[config.mk]
export PLATFORM = sky130hd
export DESIGN_NAME = irq_dest_resolver
export DESIGN_NICKNAME = d
export VERILOG_FILES = /design/src/rtl/irq_dest_pkg.sv /design/src/rtl/dest_match_unit.sv /design/src/rtl/first_set_pick.sv /design/src/rtl/irq_dest_resolver.sv
export SDC_FILE = /design/constraint.sdc
export NUM_CORES = 1
export LEC_CHECK = 0
export BUFFER_PORTS_ARGS = -buffer_cell sky130_fd_sc_hd__buf_2
export CAP_MARGIN = 40
export CORE_MARGIN = 2
export CORE_UTILIZATION = 45
export CTS_CLUSTER_SIZE = 25
export DETAILED_ROUTE_END_ITERATION = 10
export GPL_TIMING_DRIVEN = 0
export PLACE_DENSITY = 0.88
export SYNTH_ARGS = -nofsm -noshare
export SYNTH_HDL_FRONTEND = slang
export SYNTH_HIERARCHICAL = 1
export SYNTH_SLANG_ARGS = --single-unit
[constraint.sdc]
create_clock -name clk -period 1.2 [get_ports clk]
set_clock_uncertainty 0.15 [all_clocks]
set_input_delay 0.12 -clock clk [delete_from_list [all_inputs] [get_ports clk]]
set_output_delay 0.12 -clock clk [all_outputs]
set_load 0.01 [all_outputs]
[src/rtl/irq_dest_pkg.sv]
package irq_dest_pkg;
    typedef enum logic [1:0] {
        SH_FIELD  = 2'd0,
        SH_SELF   = 2'd1,
        SH_ALL    = 2'd2,
        SH_OTHERS = 2'd3
    } shorthand_e;

    typedef enum logic [2:0] {
        DM_FIXED   = 3'd0,
        DM_LOWEST  = 3'd1,
        DM_SMI     = 3'd2,
        DM_RSVD    = 3'd3,
        DM_NMI     = 3'd4,
        DM_INIT    = 3'd5,
        DM_STARTUP = 3'd6,
        DM_EXTINT  = 3'd7
    } dmode_e;

    typedef enum logic {
        ST_IDLE = 1'b0,
        ST_EMIT = 1'b1
    } state_e;

    localparam logic [3:0] MODEL_FLAT    = 4'hF;
    localparam logic [3:0] MODEL_CLUSTER = 4'h0;
    localparam logic [7:0] DEST_BCAST    = 8'hFF;

    function automatic logic is_event_mode(input logic [2:0] m);
        return (m == DM_SMI) || (m == DM_NMI) || (m == DM_INIT);
    endfunction
endpackage

[src/rtl/dest_match_unit.sv]
module dest_match_unit
    import irq_dest_pkg::*;
(
    input  logic       present,
    input  logic [7:0] dest,
    input  logic [7:0] id,
    input  logic [7:0] ldest,
    input  logic [3:0] model,
    output logic       phys_hit,
    output logic       log_hit
);
    logic flat_hit;
    logic clus_hit;

    always_comb begin
        phys_hit = present && (id == dest);
        flat_hit = (model == MODEL_FLAT) && ((dest & ldest) != 8'h00);
        clus_hit = (model == MODEL_CLUSTER)
                && (dest[7:4] == ldest[7:4])
                && ((dest[3:0] & ldest[3:0]) != 4'h0);
        log_hit  = present && (flat_hit || clus_hit);
    end
endmodule

[src/rtl/first_set_pick.sv]
module first_set_pick #(
    parameter int W = 8
) (
    input  logic [W-1:0] vec,
    output logic [W-1:0] pick
);
    // Isolate the least significant set bit: x & -x.
    always_comb pick = vec & (~vec + W'(1));
endmodule

[src/rtl/irq_dest_resolver.sv]
module irq_dest_resolver
    import irq_dest_pkg::*;
#(
    parameter int N  = 8,
    parameter int SW = (N > 1) ? $clog2(N) : 1
) (
    input  logic            clk,
    input  logic            rst_n,
    input  logic            msg_valid,
    input  logic [7:0]      msg_dest,
    input  logic            msg_logical,
    input  logic [1:0]      msg_shorthand,
    input  logic [2:0]      msg_dmode,
    input  logic [SW-1:0]   sender_idx,
    input  logic [N-1:0]    unit_present,
    input  logic [N*8-1:0]  unit_id,
    input  logic [N*8-1:0]  unit_ldest,
    input  logic [N*4-1:0]  unit_model,
    output logic            out_valid,
    output logic [N-1:0]    deliver_mask,
    output logic [N-1:0]    lowpri_mask,
    output logic [N-1:0]    event_mask
);
    logic [N-1:0] phys_vec, log_vec, self_vec, phys_first;
    logic [N-1:0] field_sel, resolved, lowest_pick;
    logic [N-1:0] nxt_lowpri, nxt_event;
    state_e       state_q, state_d;

    for (genvar i = 0; i < N; i++) begin : g_unit
        dest_match_unit u_match (
            .present  (unit_present[i]),
            .dest     (msg_dest),
            .id       (unit_id[i*8 +: 8]),
            .ldest    (unit_ldest[i*8 +: 8]),
            .model    (unit_model[i*4 +: 4]),
            .phys_hit (phys_vec[i]),
            .log_hit  (log_vec[i])
        );
        assign self_vec[i] = unit_present[i] && (sender_idx == SW'(i));
    end

    first_set_pick #(.W(N)) u_phys_first (.vec(phys_vec), .pick(phys_first));
    first_set_pick #(.W(N)) u_low_pick   (.vec(resolved), .pick(lowest_pick));

    always_comb begin
        if (msg_logical)
            field_sel = log_vec;
        else if (msg_dest == DEST_BCAST)
            field_sel = unit_present;
        else
            field_sel = phys_first;

        unique case (shorthand_e'(msg_shorthand))
            SH_FIELD:  resolved = field_sel;
            SH_SELF:   resolved = self_vec;
            SH_ALL:    resolved = unit_present;
            SH_OTHERS: resolved = unit_present & ~self_vec;
            default:   resolved = '0;
        endcase

        nxt_lowpri = (msg_dmode == DM_LOWEST) ? lowest_pick : '0;
        nxt_event  = is_event_mode(msg_dmode) ? resolved : '0;
    end

    // Next-state logic: CAPTURE on strobe, RETIRE otherwise.
    always_comb begin
        unique case (state_q)
            ST_IDLE: state_d = msg_valid ? ST_EMIT : ST_IDLE;
            ST_EMIT: state_d = msg_valid ? ST_EMIT : ST_IDLE;
            default: state_d = ST_IDLE;
        endcase
    end

    always_ff @(posedge clk or negedge rst_n) begin
        if (!rst_n)
            state_q <= ST_IDLE;
        else
            state_q <= state_d;
    end

    always_ff @(posedge clk or negedge rst_n) begin
        if (!rst_n) begin
            deliver_mask <= '0;
            lowpri_mask  <= '0;
            event_mask   <= '0;
        end else if (msg_valid) begin
            deliver_mask <= resolved;
            lowpri_mask  <= nxt_lowpri;
            event_mask   <= nxt_event;
        end
    end

    always_comb out_valid = (state_q == ST_EMIT);

    assert_strobe_follows_R11: assert property (@(posedge clk) disable iff (!rst_n)
        msg_valid |=> out_valid);
    assert_no_stray_strobe_R11: assert property (@(posedge clk) disable iff (!rst_n)
        out_valid |-> $past(msg_valid));
    assert_absent_clear_R10: assert property (@(posedge clk) disable iff (!rst_n)
        out_valid |-> ((deliver_mask & ~$past(unit_present)) == '0));
    assert_lowpri_onehot_R8: assert property (@(posedge clk) disable iff (!rst_n)
        $onehot0(lowpri_mask) && ((lowpri_mask & ~deliver_mask) == '0));
    assert_event_gate_R9: assert property (@(posedge clk) disable iff (!rst_n)
        (out_valid && !is_event_mode($past(msg_dmode))) |-> (event_mask == '0));
    assert_self_single_R6: assert property (@(posedge clk) disable iff (!rst_n)
        (out_valid && $past(msg_shorthand) == 2'd1) |-> ($countones(deliver_mask) <= 1));
endmodule

**Word level (Yosys, flattened, before mapping)**

Cells that the tools add are included.

- Register bits after elaboration: 25
- Input bits: 188
- Output and inout port bits: 25

- Add/sub/neg operators: 2
- Equality and inequality tests: 39
- Multiplexer cells: 6
- Bitwise operators: 22
- Reductions and logical operators: 84

Operators by type and width:

| operator | number |
|---|---|
| bitwise AND 8 bit | 11 |
| equality test 8 bit | 8 |
| nonzero test 8 bit | 8 |
| logical AND 1 bit | 48 |
| bitwise AND 4 bit | 8 |
| equality test 4 bit | 8 |
| equality test 4 bit, second input constant | 8 |
| zero test 4 bit | 8 |
| two-way mux 8 bit | 4 |
| one-hot mux 8 bit (4 select lines) | 1 |
| nonzero test 4 bit | 8 |
| NOT 8 bit | 3 |
| equality test 3 bit, second input constant | 6 |
| adder 8 x 1 -> 8 bit, second input constant | 2 |
| logical OR 1 bit | 10 |
| equality test 3 x 2 -> 1 bit, second input constant | 3 |
| equality test 8 bit, second input constant | 1 |
| equality test 3 x 1 -> 1 bit, second input constant | 2 |
| equality test 2 bit, second input constant | 2 |
| zero test 3 bit | 1 |
| equality test 2 x 1 -> 1 bit, second input constant | 1 |
| zero test 2 bit | 1 |
| two-way mux 1 bit | 1 |

**Longest topological paths before layout**

- Word-level depth: 12
- Mapped depth: 11
- Gate-level depth less buffers: 11

**Modules after synthesis**

The synthesis kept the hierarchy.

By module, submodules not included:

| module | instances | cells each | area an instance (um2) | sequential area each (um2) |
|---|---|---|---|---|
| irq_dest_resolver | 1 | 163 | 1781.7 | 625.6 |
| dest_match_unit | 8 | 24 | 207.7 | 0.0 |
| first_set_pick | 2 | 10 | 83.8 | 0.0 |

**Worst setup path before layout**

Ideal clock, no wire load.

- Path kind: in2reg
- Start: in msg_dest[5]
- End: reg lowpri_mask[5]
- Data arrival time: 2.119 ns
- Required time: 0.929 ns
- Slack: -1.190 ns
- Stages on the path: 11
- Cell sequence: ha_1 > nor4_1 > a21oi_1 > a311oi_1 > nand2b_1 > nand3_1 > mux2_4 > nand3_1 > nor4_2 > and3b_2 > a22o_1

- Elaborated cells on any way between the ends: 71

RTL lines:

| item | RTL line | RTL |
|---|---|---|
| start: declaration | irq_dest_resolver.sv:10 | `input logic [7:0] msg_dest,` |
| bitwise AND 8 bit / equality test 4 bit (equally long branches) | dest_match_unit.sv:17, dest_match_unit.sv:19 |  |
| nonzero test 8 bit / logical AND 1 bit (equally long branches) | dest_match_unit.sv:17, dest_match_unit.sv:19 |  |
| logical AND 1 bit, on equally long branches | dest_match_unit.sv:17, dest_match_unit.sv:20 |  |
| logical OR 1 bit (*) | dest_match_unit.sv:21 | `log_hit = present && (flat_hit \|\| clus_hit);` |
| logical AND 1 bit (*) | dest_match_unit.sv:21 |  |
| named net log_vec[0] | irq_dest_resolver.sv:24 | `logic [N-1:0] phys_vec, log_vec, self_vec, phys_first;` |
| two-way mux 8 bit (*) | irq_dest_resolver.sv:46 | `if (msg_logical)` |
| one-hot mux 8 bit (4 select lines) (*) | irq_dest_resolver.sv:53 | `unique case (shorthand_e'(msg_shorthand))` |
| named net resolved[0] | irq_dest_resolver.sv:25 | `logic [N-1:0] field_sel, resolved, lowest_pick;` |
| NOT 8 bit (*) | first_set_pick.sv:8 | `always_comb pick = vec & (~vec + W'(1));` |
| adder 8 x 1 -> 8 bit (*) | first_set_pick.sv:8 |  |
| bitwise AND 8 bit (*) | first_set_pick.sv:8 |  |
| named net lowest_pick[5] | irq_dest_resolver.sv:25 |  |
| two-way mux 8 bit (*) | irq_dest_resolver.sv:61 | `nxt_lowpri = (msg_dmode == DM_LOWEST) ? lowest_pick : '0;` |
| end signal: assignment | irq_dest_resolver.sv:88 | `lowpri_mask <= nxt_lowpri;` |
| end: declaration | irq_dest_resolver.sv:21 | `output logic [N-1:0] lowpri_mask,` |

The timed path passes the listed nets; every way through them passes the cells marked *.
A chain may end at the register's enable or synchronous reset.

**Worst setup path after layout**

- Start: in msg_dest[6]
- End: reg lowpri_mask[7]

- Cells in the longest elaborated chain, start to end: 12
- Elaborated cells on any way between the ends: 91

Ends and longest elaborated chain:

| item | RTL line | RTL |
|---|---|---|
| equality test 8 bit (*) | dest_match_unit.sv:16 | `phys_hit = present && (id == dest);` |
| logical AND 1 bit (*) | dest_match_unit.sv:16 |  |
| named net phys_vec[4] | irq_dest_resolver.sv:24 |  |
| NOT 8 bit | first_set_pick.sv:8 |  |
| adder 8 x 1 -> 8 bit | first_set_pick.sv:8 |  |
| bitwise AND 8 bit (*) | first_set_pick.sv:8 |  |
| named net phys_first[4] | irq_dest_resolver.sv:24 |  |
| two-way mux 8 bit (*) | irq_dest_resolver.sv:48 | `else if (msg_dest == DEST_BCAST)` |
| two-way mux 8 bit (*) | irq_dest_resolver.sv:46 |  |
| one-hot mux 8 bit (4 select lines) (*) | irq_dest_resolver.sv:53 |  |
| named net resolved[4] | irq_dest_resolver.sv:25 |  |
| NOT 8 bit (*) | first_set_pick.sv:8 |  |
| adder 8 x 1 -> 8 bit (*) | first_set_pick.sv:8 |  |
| bitwise AND 8 bit (*) | first_set_pick.sv:8 |  |
| named net lowest_pick[7] | irq_dest_resolver.sv:25 |  |
| two-way mux 8 bit (*) | irq_dest_resolver.sv:61 |  |

Marked as above.

==> flow_summary.ini <==
[sta]
fmax_ghz = 0.410
final-hold-violation-count = 0
rsz0062_at_grt = yes
fin_ws_ns = -1.24
slew_viol_final = 0
finalSetupViolations = 24
maxSlewHeadroom_pct = 55.6
period_share_pct = 203
tightest_slew_ns = 0.665
fin_crit_ns = 2.44
finalSetupTns_ns = -22.37

[placement]
pre_cts_ws_ns = -1.98
dp_hpwl_um = 10800
postPlaceCellArea_um2 = 5200
gp_congestion = 0.884
port_buffers = 210

[critical_path]
worstPathCellList = buf_16, buf_4, buf_4, xnor2_1, nand3_1, nor4_4, and2_2, nand3_2, mux2_4, nand3_4, nor2_2, and4b_1, a22o_1
cp_slowest_cell = nor4_4
critical_path_arrival_ns = 2.46
startpoint_type = input port
path_max_fanout = 8
slowest_delay_ns = 0.40
required_ns = 1.22
crit_buf_inv = 3
critPathCaptureType = register
path_class = input port to register
crit_family = simple AND/OR/NAND/NOR gates
crit_top_cell = buf_4

[floorplan]
initial_core_util_pct = 46.5
rows = 32
top_level_ports = 213
die_h_um = 93.6
die_area_um2 = 8760
core_um2 = 7770
chipWidth_um = 93.6

[logic_synthesis]
async_flop_share_pct = 100
synth_largest_area_cell = dfrtp_1
yosysTopAreaCellShare_pct = 17.3
synth_edf_count = 0
synth_fp_nets = 595
synth_area_um2 = 3610
synth_warnings = 6
avgSynthCellArea_um2 = 9.63
ys_top_cells_by_count = xnor2_1 (60), ha_1 (32), dfrtp_1 (25), nand3_1 (25), nand2_1 (23)
synthTopCellsByArea = dfrtp_1 (17%), xnor2_1 (15%), ha_1 (11%)
yosysUniqueCellTypes = 44
synth_flop_cell = dfrtp_1
ys_ff_latch = 25
seq_area_frac_synth_pct = 17.3
yosysMostFrequentCell = xnor2_1
synthesis.instances = 375

[detailed_routing]
vias_per_cell = 6.71
drc = 0
antenna_left = 0
num_vias = 4919
drt_iter0_drc = 347
dr.pass1.iters = 5
finalWirelength_um = 19200
wire_per_inst_um = 26.1

[pwr]
cellLeakagePower_uw = 0.00266
irDropWorstVdd_mv = 0.388
power_density_nw_per_um2 = 540

[finish]
drive_gt1_share_pct = 65.9
fin_area_um2 = 6320
area_growth_pct = 75.1
fin_nets = 851

[global_routing]
grt_pass1_wl_um = 23400
grt_usage_pct = 33.9
grt_max_degree = 26
antenna_found_initial = 1
grt.overflow.total = 0
grt_pass1_vias = 4765

[clocking]
cts_root_buf = clkbuf_8
cts_made_buffers = 3
clk_path_buf_depth = 2
clock_latency_ns = 0.27
cts.sinks = 25
tritoncts = done
cts.htree.levels = 1
cts.reportedPaths.clkPinSlew_ns = 0.09

[status]
violations = setup timing
status = finished, violations left

[worst_hold_path]
holdCritPathClass = input port to register

[run]
cap_viol_max_count = 0
==> sequential cells by signal, indices dropped and copies added (netlist names) <==
signal        cells
deliver_mask      8
out_valid         1
event_mask        8
lowpri_mask       8
==> cell type report <==
| cell class | count | area (um2) |
|---|---|---|
| antenna | 1 | 2.50 |
| buffer | 10 | 85.1 |
| clock buffer | 4 | 45.0 |
| fill | 422 | 1450 |
| inverter | 9 | 33.8 |
| multi-input combinational | 331 | 3810 |
| sequential | 25 | 626 |
| tap | 102 | 128 |
| timing repair buffer | 251 | 1590 |
==> per-stage QoR <==
step,std cells,hold WS (ns),utilization [%],power [uW]
finish,733,0.0941,81.4,3410
global route,733,0.120,81.4,3520
CTS,725,0.0972,76.4,3050
detailed placement,687,-0.00711,66.9,2300
global placement,687,-0.0189,66.9,2220
floorplan,375,-0.326,-,1590
==> routing by layer <==
metal	part of all wire [%]	vias up	track usage [%]
met5	0	-	0
met4	9.3	0	16.4
met3	9.8	181	6.37
li1	-	1991	-
met2	48	436	63.6
met1	33	2311	36.0
==> final timing paths <==
kind                                   to      startpoint  slack, ns  cells past startpoint
max                        lowpri_mask[7]     msg_dest[6]      -1.24                     13
min                        lowpri_mask[3]    msg_dmode[1]       0.09                      3
max reg2reg                 event_mask[6]   event_mask[6]       0.22                      2
min reg2reg                lowpri_mask[4]  lowpri_mask[4]       0.36                      1
max in group asynchronous   event_mask[3]           rst_n       0.32                      2
min in group asynchronous  lowpri_mask[4]           rst_n       0.21                      2
==> worst reg2reg max path, stage by stage (launching register included) <==
cell	delay (ns)
dfrtp_1	0.41
a21oi_1	0.24
a41oi_2	0.06
==> cells by family (layout without fill, tap and decap cells) <==
| group | count (synthesis) | count (layout) | share of synthesized area (%) |
|---|---|---|---|
| AO/OA/AOI/OAI | 73 | 73 | 19.0 |
| XOR/XNOR | 72 | 72 | 17.5 |
| adder cells (fa/ha/maj) | 32 | 32 | 11.1 |
| buffers and inverters | 19 | 274 | 3.19 |
| flip-flops | 25 | 25 | 17.3 |
| multiplexers | 8 | 8 | 3.33 |
| other | 0 | 1 | 0 |
| AND/OR/NAND/NOR | 146 | 146 | 28.6 |
==> placed cells by master (no fill, tap or decap), types with 8 or more instances in the layout <==
cell type / count
a22oi_1: 16
and4_2: 8
inv_1: 8
nand4_1: 11
ha_4: 29
nor4_2: 10
mux2_4: 8
nor2_1: 9
buf_6: 17
nand2_1: 23
buf_2: 203
a311oi_2: 8
xor2_1: 9
xnor2_1: 54
nand3_2: 13
a21oi_1: 10
nor4_4: 15
dfrtp_1: 25
nand3_1: 15
a41oi_2: 16
buf_4: 29
a22o_1: 8
==> power breakdown <==
group          total (uW)  switching (uW)  internal (uW)
clock                 512             274            238
sequential            911            27.9            883
combinational        1990            1030            955
==> repair_timing <==
item / CTS / global route
pin swaps: 18 / 41
setup endpoints to repair: 24 / 24
endpoints found under the hold margin: 26 / 0
setup buffers: 30 / 7
cloned: 2 / 1
resized for setup: 70 / 46
hold buffers: 2 / 0
No activity file was read; power rests on OpenSTA's default activity.
